### config.mk
export PLATFORM = sky130hd
export DESIGN_NAME = lsu_top
export DESIGN_NICKNAME = d
export VERILOG_FILES = /design/src/rtl/lsu_pkg.sv /design/src/rtl/lsu_rs.sv /design/src/rtl/lsu_sq.sv /design/src/rtl/lsu_fmt.sv /design/src/rtl/lsu_top.sv
export SDC_FILE = /design/constraint.sdc
export NUM_CORES = 1
export LEC_CHECK = 0
export CORE_MARGIN = 5
export CORE_UTILIZATION = 50
export CTS_CLUSTER_DIAMETER = 50
export DETAILED_ROUTE_END_ITERATION = 8
export DONT_BUFFER_PORTS = 1
export GPL_TIMING_DRIVEN = 0
export SETUP_SLACK_MARGIN = 0.05
export SLEW_MARGIN = 25
export SYNTH_ARGS = -nofsm -noshare
export SYNTH_HDL_FRONTEND = slang
export SYNTH_SLANG_ARGS = --single-unit
### constraint.sdc
create_clock -name clk_i -period 12.2 [get_ports clk_i]
set_input_delay 2.44 -clock clk_i [delete_from_list [all_inputs] [get_ports clk_i]]
set_output_delay 2.44 -clock clk_i [all_outputs]
set_load 0.03 [all_outputs]
### src/rtl/lsu_pkg.sv
package lsu_pkg;
  localparam int XLEN = 32;
  localparam int DISP_W = 16;
  localparam int BE_W = XLEN / 8;

  localparam logic [1:0] SZ_BYTE = 2'd0;
  localparam logic [1:0] SZ_HALF = 2'd1;

  typedef struct packed {
    logic [XLEN-3:0] waddr;
    logic [BE_W-1:0] be;
    logic [XLEN-1:0] data;
  } sq_entry_t;
endpackage

### src/rtl/lsu_rs.sv
module lsu_rs #(
  parameter int DEPTH = 2,
  parameter int W = 8,
  localparam int CW = $clog2(DEPTH + 1)
) (
  input  logic          clk_i,
  input  logic          rst_ni,
  input  logic          push_i,
  input  logic [W-1:0]  data_i,
  output logic          ready_o,
  input  logic          pop_i,
  output logic          valid_o,
  output logic [W-1:0]  head_o,
  output logic [CW-1:0] cnt_o
);
  logic [W-1:0]  slot [DEPTH];
  logic [CW-1:0] cnt;
  logic [CW-1:0] wr_idx;

  assign wr_idx  = cnt - CW'(pop_i);
  assign ready_o = cnt < CW'(DEPTH);
  assign valid_o = cnt != '0;
  assign head_o  = slot[0];
  assign cnt_o   = cnt;

  always_ff @(posedge clk_i or negedge rst_ni) begin
    if (!rst_ni) cnt <= '0;
    else         cnt <= cnt + CW'(push_i) - CW'(pop_i);
  end

  // shift toward slot 0 on pop, new entry lands behind the survivors
  always_ff @(posedge clk_i) begin
    for (int i = 0; i < DEPTH; i++) begin
      if (push_i && wr_idx == CW'(i))    slot[i] <= data_i;
      else if (pop_i && i < DEPTH - 1)   slot[i] <= slot[i + ((i < DEPTH - 1) ? 1 : 0)];
    end
  end
endmodule

### src/rtl/lsu_sq.sv
module lsu_sq
  import lsu_pkg::*;
#(
  parameter int DEPTH = 3,
  localparam int CW = $clog2(DEPTH + 1)
) (
  input  logic            clk_i,
  input  logic            rst_ni,
  input  logic            push_i,
  input  sq_entry_t       entry_i,
  input  logic            commit_i,
  input  logic            pop_i,
  output sq_entry_t       head_o,
  output logic            head_commit_o,
  output logic            full_o,
  output logic [CW-1:0]   cnt_o,
  output logic [CW-1:0]   ccnt_o,
  input  logic [XLEN-3:0] ld_waddr_i,
  input  logic [BE_W-1:0] ld_be_i,
  output logic            fwd_hit_o,
  output logic            fwd_exact_o,
  output logic [XLEN-1:0] fwd_data_o
);
  sq_entry_t     q [DEPTH];
  logic [CW-1:0] cnt;
  logic [CW-1:0] ccnt;
  logic [CW-1:0] wr_idx;
  logic [DEPTH-1:0] hit;

  assign wr_idx        = cnt - CW'(pop_i);
  assign full_o        = cnt == CW'(DEPTH);
  assign head_o        = q[0];
  assign head_commit_o = ccnt != '0;
  assign cnt_o         = cnt;
  assign ccnt_o        = ccnt;

  always_ff @(posedge clk_i or negedge rst_ni) begin
    if (!rst_ni) begin
      cnt  <= '0;
      ccnt <= '0;
    end else begin
      cnt  <= cnt + CW'(push_i) - CW'(pop_i);
      ccnt <= ccnt - CW'(pop_i) + CW'(commit_i && (ccnt < cnt));
    end
  end

  always_ff @(posedge clk_i) begin
    for (int i = 0; i < DEPTH; i++) begin
      if (push_i && wr_idx == CW'(i))  q[i] <= entry_i;
      else if (pop_i && i < DEPTH - 1) q[i] <= q[i + ((i < DEPTH - 1) ? 1 : 0)];
    end
  end

  for (genvar g = 0; g < DEPTH; g++) begin : g_match
    assign hit[g] = (CW'(g) < cnt) && (q[g].waddr == ld_waddr_i) && |(q[g].be & ld_be_i);
  end

  // higher index is younger: last hit wins
  always_comb begin
    fwd_hit_o   = 1'b0;
    fwd_exact_o = 1'b0;
    fwd_data_o  = '0;
    for (int i = 0; i < DEPTH; i++) begin
      if (hit[i]) begin
        fwd_hit_o   = 1'b1;
        fwd_exact_o = q[i].be == ld_be_i;
        fwd_data_o  = q[i].data;
      end
    end
  end
endmodule

### src/rtl/lsu_fmt.sv
module lsu_fmt
  import lsu_pkg::*;
(
  input  logic [XLEN-1:0] word_i,
  input  logic [1:0]      loff_i,
  input  logic [1:0]      size_i,
  input  logic            sgn_i,
  output logic [XLEN-1:0] data_o
);
  logic [7:0]  b;
  logic [15:0] h;

  assign b = word_i[{loff_i, 3'b000} +: 8];
  assign h = word_i[{loff_i[1], 4'b0000} +: 16];

  always_comb begin
    case (size_i)
      SZ_BYTE: data_o = {{(XLEN-8){sgn_i & b[7]}}, b};
      SZ_HALF: data_o = {{(XLEN-16){sgn_i & h[15]}}, h};
      default: data_o = word_i;
    endcase
  end
endmodule

### src/rtl/lsu_top.sv
module lsu_top
  import lsu_pkg::*;
#(
  parameter int TAG_W = 4,
  parameter int RS_DEPTH = 2,
  parameter int SQ_DEPTH = 3
) (
  input  logic             clk_i,
  input  logic             rst_ni,
  input  logic             big_endian_i,
  input  logic             issue_valid_i,
  output logic             issue_ready_o,
  input  logic             issue_store_i,
  input  logic [1:0]       issue_size_i,
  input  logic             issue_signed_i,
  input  logic [31:0]      issue_base_i,
  input  logic [15:0]      issue_disp_i,
  input  logic [31:0]      issue_sdata_i,
  input  logic [TAG_W-1:0] issue_tag_i,
  input  logic             commit_i,
  output logic             dc_req_o,
  output logic             dc_we_o,
  output logic [31:0]      dc_addr_o,
  output logic [3:0]       dc_be_o,
  output logic [31:0]      dc_wdata_o,
  input  logic [31:0]      dc_rdata_i,
  output logic             wb_valid_o,
  output logic [TAG_W-1:0] wb_tag_o,
  output logic [31:0]      wb_data_o
);
  localparam int OP_W = 1 + 2 + 1 + XLEN + DISP_W + XLEN + TAG_W;
  localparam int RCW  = $clog2(RS_DEPTH + 1);
  localparam int SCW  = $clog2(SQ_DEPTH + 1);

  // reservation station
  logic            rs_push, rs_pop, hd_v;
  logic [OP_W-1:0] rs_head;
  logic [RCW-1:0]  rs_cnt;

  logic              hd_st, hd_sgn;
  logic [1:0]        hd_size;
  logic [XLEN-1:0]   hd_base, hd_sdata;
  logic [DISP_W-1:0] hd_disp;
  logic [TAG_W-1:0]  hd_tag;

  assign rs_push = issue_valid_i && issue_ready_o;

  lsu_rs #(.DEPTH(RS_DEPTH), .W(OP_W)) u_rs (
    .clk_i   (clk_i),
    .rst_ni  (rst_ni),
    .push_i  (rs_push),
    .data_i  ({issue_store_i, issue_size_i, issue_signed_i, issue_base_i,
               issue_disp_i, issue_sdata_i, issue_tag_i}),
    .ready_o (issue_ready_o),
    .pop_i   (rs_pop),
    .valid_o (hd_v),
    .head_o  (rs_head),
    .cnt_o   (rs_cnt)
  );

  assign {hd_st, hd_size, hd_sgn, hd_base, hd_disp, hd_sdata, hd_tag} = rs_head;

  // stage 1: address, lanes, cache / queue access
  logic [XLEN-1:0] ea, wd;
  logic [1:0]      off, xm, loff;
  logic [3:0]      msk, be;

  assign ea = hd_base + {{(XLEN-DISP_W){hd_disp[DISP_W-1]}}, hd_disp};

  always_comb begin
    case (hd_size)
      SZ_BYTE: begin off = ea[1:0];      xm = 2'b11; msk = 4'b0001; wd = {4{hd_sdata[7:0]}};  end
      SZ_HALF: begin off = {ea[1], 1'b0}; xm = 2'b10; msk = 4'b0011; wd = {2{hd_sdata[15:0]}}; end
      default: begin off = 2'b00;        xm = 2'b00; msk = 4'b1111; wd = hd_sdata;            end
    endcase
    loff = big_endian_i ? (off ^ xm) : off;
    be   = msk << loff;
  end

  sq_entry_t       sq_head;
  logic            sq_push, sq_pop, sq_head_commit, sq_full;
  logic [SCW-1:0]  sq_cnt, sq_ccnt;
  logic            fwd_hit, fwd_exact;
  logic [XLEN-1:0] fwd_data;
  logic            is_ld, ld_fire, ld_rd, drain;

  assign is_ld   = hd_v && !hd_st;
  assign ld_fire = is_ld && !(fwd_hit && !fwd_exact);
  assign ld_rd   = ld_fire && !fwd_hit;
  assign sq_push = hd_v && hd_st && !sq_full;
  assign rs_pop  = ld_fire || sq_push;
  assign drain   = sq_head_commit && !ld_rd;
  assign sq_pop  = drain;

  lsu_sq #(.DEPTH(SQ_DEPTH)) u_sq (
    .clk_i         (clk_i),
    .rst_ni        (rst_ni),
    .push_i        (sq_push),
    .entry_i       ('{waddr: ea[XLEN-1:2], be: be, data: wd}),
    .commit_i      (commit_i),
    .pop_i         (sq_pop),
    .head_o        (sq_head),
    .head_commit_o (sq_head_commit),
    .full_o        (sq_full),
    .cnt_o         (sq_cnt),
    .ccnt_o        (sq_ccnt),
    .ld_waddr_i    (ea[XLEN-1:2]),
    .ld_be_i       (be),
    .fwd_hit_o     (fwd_hit),
    .fwd_exact_o   (fwd_exact),
    .fwd_data_o    (fwd_data)
  );

  assign dc_req_o   = ld_rd || drain;
  assign dc_we_o    = drain;
  assign dc_addr_o  = ld_rd ? {ea[XLEN-1:2], 2'b00} : {sq_head.waddr, 2'b00};
  assign dc_be_o    = ld_rd ? be : sq_head.be;
  assign dc_wdata_o = drain ? sq_head.data : '0;

  // stage 2: format and write back
  logic             s2_v, s2_sgn, s2_fwd;
  logic [1:0]       s2_size, s2_loff;
  logic [TAG_W-1:0] s2_tag;
  logic [XLEN-1:0]  s2_fdata;

  always_ff @(posedge clk_i or negedge rst_ni) begin
    if (!rst_ni) s2_v <= 1'b0;
    else         s2_v <= ld_fire;
  end

  always_ff @(posedge clk_i) begin
    if (ld_fire) begin
      s2_tag   <= hd_tag;
      s2_size  <= hd_size;
      s2_sgn   <= hd_sgn;
      s2_loff  <= loff;
      s2_fwd   <= fwd_hit;
      s2_fdata <= fwd_data;
    end
  end

  lsu_fmt u_fmt (
    .word_i (s2_fwd ? s2_fdata : dc_rdata_i),
    .loff_i (s2_loff),
    .size_i (s2_size),
    .sgn_i  (s2_sgn),
    .data_o (wb_data_o)
  );

  assign wb_valid_o = s2_v;
  assign wb_tag_o   = s2_tag;
endmodule

Word level (Yosys, flattened, before mapping)
Memories as Yosys holds them, arrays and structs flattened.
Cells that the tools add are included.
{"block": "word_totals", "ff_bits": 49, "ram_bits": 374, "input_bits": 125, "out_inout_bits": 108, "wordCells": 135, "n_memories": 2}
{"memory": "u_sq.q", "words": 3, "word_bits": 66, "rd": 3, "rd_clocked_by_memory_dff": 0, "wr": 2, "line": "lsu_sq.sv:24", "source": "sq_entry_t q [DEPTH];"}
{"memory": "u_rs.slot", "words": 2, "word_bits": 88, "rd": 2, "rd_clocked_by_memory_dff": 0, "wr": 1, "line": "lsu_rs.sv:16", "source": "logic [W-1:0] slot [DEPTH];"}
{"block": "classes", "add_sub_neg": 9, "magnitude_cmp": 5, "n_eq_ne": 12, "shift": 3, "muxes": 46, "bitwise": 9, "n_reduce_logical": 39}
{"operator": "2-to-1 mux 66 bit", "count": 3}
{"operator": "2-to-1 mux 32 bit", "count": 6}
{"operator": "2-to-1 mux 88 bit", "count": 2}
{"operator": "case mux 32 bit (2 select lines)", "count": 2}
{"operator": "equality test 30 bit", "count": 3}
{"operator": "OR reduction 88 bit", "count": 1}
{"operator": "OR reduction 66 bit", "count": 1}
{"operator": "adder 32 bit", "count": 1}
{"operator": "variable part select 32 x 6 -> 16 bit", "count": 1}
{"operator": "variable part select 32 x 6 -> 8 bit", "count": 1}
{"operator": "2-to-1 mux 1 bit", "count": 27}
{"operator": "logical AND 1 bit", "count": 20}
{"operator": "bitwise AND 4 bit", "count": 3}
{"operator": "equality test 4 bit", "count": 3}
{"operator": "OR reduction 4 bit", "count": 3}
{"operator": "subtractor 2 x 1 -> 2 bit", "count": 5}
{"operator": "equality test 2 x 1 -> 1 bit, second input constant", "count": 4}
{"operator": "logical NOT 2 bit", "count": 4}
{"operator": "case mux 2 bit (2 select lines)", "count": 2}
{"operator": "case mux 4 bit (2 select lines)", "count": 1}
{"operator": "adder 2 x 1 -> 2 bit", "count": 3}
{"operator": "logical NOT 1 bit", "count": 6}
{"operator": "equality test 2 bit, second input constant", "count": 2}
{"operator": "less-than comparator 1 x 2 -> 1 bit, first input constant", "count": 2}
{"operator": "other kinds (11)", "count": 17}

Logic depth before layout (Yosys ltp)
{"block": "depth", "ltp_word": 25, "mapped_depth": 28, "depth_no_buf": 25}

Cells and area by module
From an unflattened synthesis, not the netlist that was laid out.
{"block": "hier_totals", "cells_unflattened": 1719, "hier_area_um2": 22849.4}
{"mod": "lsu_sq", "n_inst": 1, "cells_each": 737, "area_per_inst_um2": 10397.5, "seq_area_each_um2": 6045.8}
{"mod": "lsu_rs", "n_inst": 1, "cells_each": 376, "area_per_inst_um2": 7218.2, "seq_area_each_um2": 5335.1}
{"mod": "lsu_top", "n_inst": 1, "cells_each": 489, "area_per_inst_um2": 4509.3, "seq_area_each_um2": 1286.2}
{"mod": "lsu_fmt", "n_inst": 1, "cells_each": 117, "area_per_inst_um2": 724.4, "seq_area_each_um2": 0.0}

Worst setup path after synthesis
Ideal clock, no wire load.
{"block": "synth_timing", "path_kind": "input-to-reg", "start": "input port big_endian_i", "end": "memory u_rs.slot[0][100] (netlist bit), enable pin", "setup_time_ps": 546, "arrival_ps": 9633, "t_required_ps": 11654, "path_slack_ps": 2021, "cell_stages": 18, "n_path_buf": 1, "cell_sequence": "xnor2_1 > nor2b_1 > a21oi_1 > ha_1 > or4_1 > o2111ai_1 > a211oi_1 > o21ai_0 > or4_1 > nor4_1 > nand4_1 > or3_1 > buf_2 > a311oi_2 > o21ai_0 > nand2_1 > ha_1 > nor2b_1"}
{"block": "synth_between", "elab_chain_cells": 20, "word_cells_on_any_way": 41, "cone_classes": "1 x add/sub; 4 x eq/ne; 1 x shift; 16 x mux; 4 x bitwise; 15 x reduce/logical"}
{"item": "from (decl)", "line": "lsu_top.sv:10", "source": "input logic big_endian_i,"}
{"item": "2-to-1 mux 2 bit (*)", "line": "lsu_top.sv:76", "source": "loff = big_endian_i ? (off ^ xm) : off;"}
{"item": "net loff[1]", "line": "lsu_top.sv:65", "source": "logic [1:0] off, xm, loff;"}
{"item": "left shift 4 x 2 -> 4 bit (*)", "line": "lsu_top.sv:77", "source": "be = msk << loff;"}
{"item": "net be[1]", "line": "lsu_top.sv:66", "source": "logic [3:0] msk, be;"}
{"item": "bitwise AND 4 bit", "line": "lsu_sq.sv:55", "source": "assign hit[g] = (CW'(g) < cnt) && (q[g].waddr == ld_waddr_i) && |(q[g].be & ld_be_i);"}
{"item": "OR reduction 4 bit", "line": "lsu_sq.sv:55"}
{"item": "logical AND 1 bit", "line": "lsu_sq.sv:55"}
{"item": "2-to-1 mux 1 bit (3 in series)", "line": "lsu_sq.sv:64", "source": "if (hit[i]) begin"}
{"item": "(+4 left out)"}
{"item": "logical OR 1 bit (*)", "line": "lsu_top.sv:91", "source": "assign rs_pop = ld_fire || sq_push;"}
{"item": "subtractor 2 x 1 -> 2 bit", "line": "lsu_rs.sv:20", "source": "assign wr_idx = cnt - CW'(pop_i);"}
{"item": "equality test 2 x 1 -> 1 bit or logical NOT 2 bit (tied branches)", "line": "lsu_rs.sv:34", "source": "if (push_i && wr_idx == CW'(i)) slot[i] <= data_i;"}
{"item": "logical AND 1 bit", "line": "lsu_rs.sv:34"}
{"item": "2-to-1 mux 1 bit", "line": "lsu_rs.sv:34"}
{"item": "2-to-1 mux 1 bit (on tied branches)", "line": "lsu_rs.sv:34, lsu_rs.sv:35"}
{"item": "OR reduction 88 bit (no line) or OR 1 bit (tied branches)"}
{"item": "2-to-1 mux 1 bit (no line)"}
{"item": "to (decl)", "line": "lsu_rs.sv:16"}
The timed path passes the listed nets; every way through them passes the cells marked *.

Worst setup path in the final report
{"block": "layout_timing", "start": "input port big_endian_i", "end": "output port dc_addr_o[4]"}
{"block": "layout_between", "elab_chain_cells": 14, "word_cells_on_any_way": 27, "cone_classes": "3 x eq/ne; 1 x shift; 8 x mux; 3 x bitwise; 12 x reduce/logical"}
{"item": "2-to-1 mux 2 bit (*)", "line": "lsu_top.sv:76"}
{"item": "net loff[0]", "line": "lsu_top.sv:65"}
{"item": "left shift 4 x 2 -> 4 bit (*)", "line": "lsu_top.sv:77"}
{"item": "net be[0]", "line": "lsu_top.sv:66"}
{"item": "bitwise AND 4 bit", "line": "lsu_sq.sv:55"}
{"item": "OR reduction 4 bit", "line": "lsu_sq.sv:55"}
{"item": "logical AND 1 bit", "line": "lsu_sq.sv:55"}
{"item": "2-to-1 mux 1 bit (3 in series)", "line": "lsu_sq.sv:64"}
{"item": "logical NOT 1 bit", "line": "lsu_top.sv:88", "source": "assign ld_fire = is_ld && !(fwd_hit && !fwd_exact);"}
{"item": "logical AND 1 bit", "line": "lsu_top.sv:88"}
{"item": "logical NOT 1 bit", "line": "lsu_top.sv:88"}
{"item": "logical AND 1 bit", "line": "lsu_top.sv:88"}
{"item": "logical AND 1 bit (*)", "line": "lsu_top.sv:89", "source": "assign ld_rd = ld_fire && !fwd_hit;"}
{"item": "2-to-1 mux 32 bit (*)", "line": "lsu_top.sv:116", "source": "assign dc_addr_o = ld_rd ? {ea[XLEN-1:2], 2'b00} : {sq_head.waddr, 2'b00};"}
{"item": "to (decl)", "line": "lsu_top.sv:23", "source": "output logic [31:0] dc_addr_o,"}
Marks and branches as above.

==> results by stage <==
Outcome:
- The run finished with clean final reports.

Worst setup path:
- The critical path endpoint category is a primary output.
- The worst register-to-register path begins at u_rs.slot[0][51].
- The critical-path maximum fanout is 10.
- Data on the critical path is required at its endpoint by about 9800 ps.
- The critical path starts at big_endian_i.
- The category of the worst setup path launch point is a primary input.
- The slack of the worst reg-to-reg path is between 4000 and 5000 ps.
- The worst register-to-register path has a depth of 23.
- In this run the critical register-to-register path is captured at u_rs.slot[0][78].
- The critical path is of the primary input to primary output type.
- At the worst endpoint, the arrival time is 7690 ps.
- The critical path ends at dc_addr_o[4].

Die:
- The initialized floorplan defines roughly 80 standard-cell rows.
- The floorplan step defined a die boundary enclosing about 50,000 um2.
- For this configuration, the core starts out at a cell density of 50.6%.
- Pin placement for this block handled around 230 I/O pins.
- The die is 224 um tall.
- The floorplan step set the die width to roughly 220 um.
- After floorplanning, the core was sized to cover 45,400 um2.

Logic synthesis:
- The proportion of synthesized flip-flops having asynchronous set or reset is 1.65%.
- The number of synthesis warnings is 0.
- Counting flops with a built-in enable in the synthesized netlist gives 416.
- Synthesis inferred 423 register bits.
- The distinct cell type count of the synthesized netlist is 84.
- The cell count after synthesis came out at 1,763.
- The average cell area after synthesis is 13.0 um2.
- After synthesis the cells add up to 22,900 um2.
- The share of the Yosys chip area taken by registers is 55.2%.
- The primary flip-flop cell chosen by synthesis mapping is sky130_fd_sc_hd__edfxtp_1.

Cells and area:
- The net count reported at finish is 2,007.
- The filler cells instantiated in the layout total 3,738.
- The area growth from synthesis to layout is 12.4%.
- The fraction of layout instances using a drive strength above 1 is 23.3%.

STA:
- The number of hold violations in the final report was 0.
- The final setup violation count is 0.
- On the final layout, the worst hold slack is 418 ps.
- The clock skew after layout is 34.7 ps.
- The final cycle utilization of the critical path is 83.0%.
- Setup repair after global routing left no endpoint under its margin.
- At the pin with the least slew margin, the transition time is 1060 ps.
- Based on the critical path, the design can be clocked at up to 98.8 MHz.
- The count of pins over their slew limit is 0.
- The relative max-transition margin is about 29%.
- The clock period minus final worst setup slack is 10,130 ps.

GRT:
- The number of antenna violations at the first check in global routing is 3.
- The maximum number of pins on one net before global-route repair is 45.
- The first-pass GRT wire length is 95,800 um.
- The total overflow left after global routing is 0.
- The global router's overall resource usage is between 20% and 30%.
- The number of global-route vias before repair was roughly 15,000.

Clocking:
- The tree built by TritonCTS fans out to 423 sinks.
- The post-CTS setup buffer count is 0.
- TritonCTS built the clock tree.
- After clock tree synthesis, the flow added hold-fix buffers numbering 0.
- The worst-skew pair later-pin latency is 620 ps.
- The clock passes through at most 3 buffers.
- The H-tree was split into 2 levels.
- The library cell used as clock root buffer is sky130_fd_sc_hd__clkbuf_16.
- The number of clock buffers inserted by TritonCTS is 53.
- Clock-pin slew was measured on the worst setup and hold paths at 60 ps.
- The number of resized instances in the post-cts repair step is 0.

Drt:
- The total number of vias is 15,000.
- The first TritonRoute pass finished after 5 iterations.
- The detailed-route vias per instance is between 6 and 7.
- The number of remaining DRC errors is 0.
- The violation count after the first detailed-route iteration is 1,569.
- The routed design has 64,100 um of wire.
- The average wire per cell in the routed design is 25.8 um.
- The number of nets with antenna violations after routing is 0.

Worst hold path:
- The worst min-delay path category is flip-flop to flip-flop.

Place:
- The final HPWL from detailed placement is 48,200 um.
- The routability congestion estimate from global placement is 0.915.
- During placement, the flow inserted port buffers numbering 0.

Flow run:
- The tool flagged a number of max-cap violations equal to 0.
## through the flow
step | util, % | std cells | setup slack [ps] | TNS [ps] | area [um2]
after floorplan | - | 1764 | 2020 | 0 | 23000
after global placement | 52.2 | 2364 | -1420 | -123560 | 23700
after detailed placement | 52.8 | 2375 | 2160 | 0 | 24000
after CTS | 56.8 | 2475 | 2130 | 0 | 25800
after global routing | 56.8 | 2475 | 1630 | 0 | 25800
final | 56.8 | 2480 | 2080 | 0 | 25800
## flip-flops by register name, indices dropped and copies added, names as in the netlist, 4 cells and up
register   count
u_sq.q       198
u_rs.slot    176
s2_fdata      32
wb_tag_o       4
## cells in the final DEF, fill, tap and decap left out, types with 8 or more instances in the layout
cell | Yosys | final
sky130_fd_sc_hd__o22ai_1 | 10 | 10
sky130_fd_sc_hd__buf_6 | 10 | 10
sky130_fd_sc_hd__o21ai_0 | 64 | 58
sky130_fd_sc_hd__nand2_1 | 113 | 111
sky130_fd_sc_hd__mux2_1 | 13 | 13
sky130_fd_sc_hd__a22oi_1 | 8 | 8
sky130_fd_sc_hd__mux2_2 | 258 | 258
sky130_fd_sc_hd__a21oi_1 | 81 | 81
sky130_fd_sc_hd__xnor2_1 | 62 | 62
sky130_fd_sc_hd__and4_1 | 10 | 10
sky130_fd_sc_hd__a21o_1 | 50 | 50
sky130_fd_sc_hd__a211oi_1 | 12 | 12
sky130_fd_sc_hd__o21a_1 | 9 | 9
sky130_fd_sc_hd__o21bai_1 | 11 | 11
sky130_fd_sc_hd__clkbuf_1 | 42 | 56
sky130_fd_sc_hd__clkinv_2 | 0 | 8
sky130_fd_sc_hd__mux2i_1 | 38 | 38
sky130_fd_sc_hd__o211ai_1 | 13 | 13
sky130_fd_sc_hd__o21ai_1 | 4 | 10
sky130_fd_sc_hd__nor4_1 | 15 | 14
sky130_fd_sc_hd__edfxtp_1 | 416 | 416
sky130_fd_sc_hd__a221oi_1 | 12 | 11
sky130_fd_sc_hd__nand3_1 | 47 | 46
sky130_fd_sc_hd__buf_2 | 27 | 27
sky130_fd_sc_hd__or3_1 | 10 | 10
sky130_fd_sc_hd__buf_4 | 12 | 13
sky130_fd_sc_hd__xor2_1 | 39 | 39
sky130_fd_sc_hd__nor2_1 | 66 | 66
sky130_fd_sc_hd__xnor3_1 | 9 | 9
sky130_fd_sc_hd__and2_1 | 40 | 40
sky130_fd_sc_hd__mux2_4 | 10 | 10
sky130_fd_sc_hd__ha_1 | 51 | 51
sky130_fd_sc_hd__clkbuf_16 | 0 | 53
sky130_fd_sc_hd__nor3_1 | 28 | 28
sky130_fd_sc_hd__or4_1 | 8 | 8
sky130_fd_sc_hd__nand4_1 | 19 | 19
sky130_fd_sc_hd__inv_1 | 34 | 33
sky130_fd_sc_hd__nor2b_1 | 9 | 8
## how the worst min path moves through the flow
stage / depth (start not counted) / slack [ps] / to / startpoint
finish: 0 / 420 / wb_tag_o[2] / u_rs.slot[0][2]
global route: 0 / 440 / wb_tag_o[3] / u_rs.slot[0][3]
CTS: 0 / 420 / wb_tag_o[2] / u_rs.slot[0][2]
detailed placement: 0 / 400 / wb_tag_o[2] / u_rs.slot[0][2]
global placement: 0 / 400 / wb_tag_o[0] / u_rs.slot[0][0]
floorplan: 0 / 400 / s2_sgn / u_rs.slot[0][84]
## critical path, cell delays in order
cell and delay, ps:
sky130_fd_sc_hd__xnor2_1 320, sky130_fd_sc_hd__nor3_1 170, sky130_fd_sc_hd__nor2_1 480, sky130_fd_sc_hd__ha_1 230
sky130_fd_sc_hd__or4_1 120, sky130_fd_sc_hd__o2111ai_1 190, sky130_fd_sc_hd__a211oi_1 230, sky130_fd_sc_hd__o21ai_0 150
sky130_fd_sc_hd__or4_1 440, sky130_fd_sc_hd__nor4_1 600, sky130_fd_sc_hd__nand4_1 310, sky130_fd_sc_hd__or3_1 400
sky130_fd_sc_hd__buf_2 190, sky130_fd_sc_hd__nand4_1 170, sky130_fd_sc_hd__buf_2 330, sky130_fd_sc_hd__buf_2 390
sky130_fd_sc_hd__nand2_1 90, sky130_fd_sc_hd__o21ai_1 420
## layout make-up
class	count	area, um2	area share [%]
Multi-Input combinational cell	1207	9660	37.4
Inverter	35	131	0.509
Antenna cell	5	12.5	0.0485
Clock buffer	67	1380	5.35
Timing Repair Buffer	11	230	0.893
Sequential cell	423	12700	49.1
Buffer	99	551	2.13
Tap cell	600	751	2.91
Clock inverter	33	418	1.62
## kinds of logic (layout without fill, tap and decap cells)
kind of cell / Yosys count / after routing / synth area share [%]
other: 1 / 7 / 0.0163
xor gates and xnor gates: 110 / 110 / 4.74
adders and majority gates: 52 / 52 / 2.87
muxes: 321 / 321 / 15.8
AOI/OAI and AO/OA: 330 / 330 / 9.76
buffers and inverters: 134 / 245 / 2.97
and+or+nand+nor: 392 / 392 / 8.64
DFF: 423 / 423 / 55.2
## Yosys cell counts (all sizes together), types with 15 or more instances
master  count  area [um2]
and2       41         257
mux2i      38         380
mux2      281        3200
edfxtp    416       12500
nor3       29         150
nand3      47         235
o21ai      70         358
nor4       15        93.8
nor2       66         248
a21oi      81         405
clkbuf     44         168
xor2       39         342
nand4      19         119
nand2     113         424
xnor2      62         543
buf        55         383
a21o       50         375
inv        35         131
ha         51         638
## routing by layer
layer | GRT usage [%] | vias to the layer above | share of wire, %
li1 | - | 6891 | -
met1 | 37.8 | 7494 | 46
met2 | 35.7 | 571 | 42
met3 | 7.39 | 91 | 9.9
met4 | 6.21 | 0 | 2.2
met5 | 0 | - | 0
Power is not shown: default switching activity piles up to over one toggle a cycle in this logic, so the estimate is an artifact.
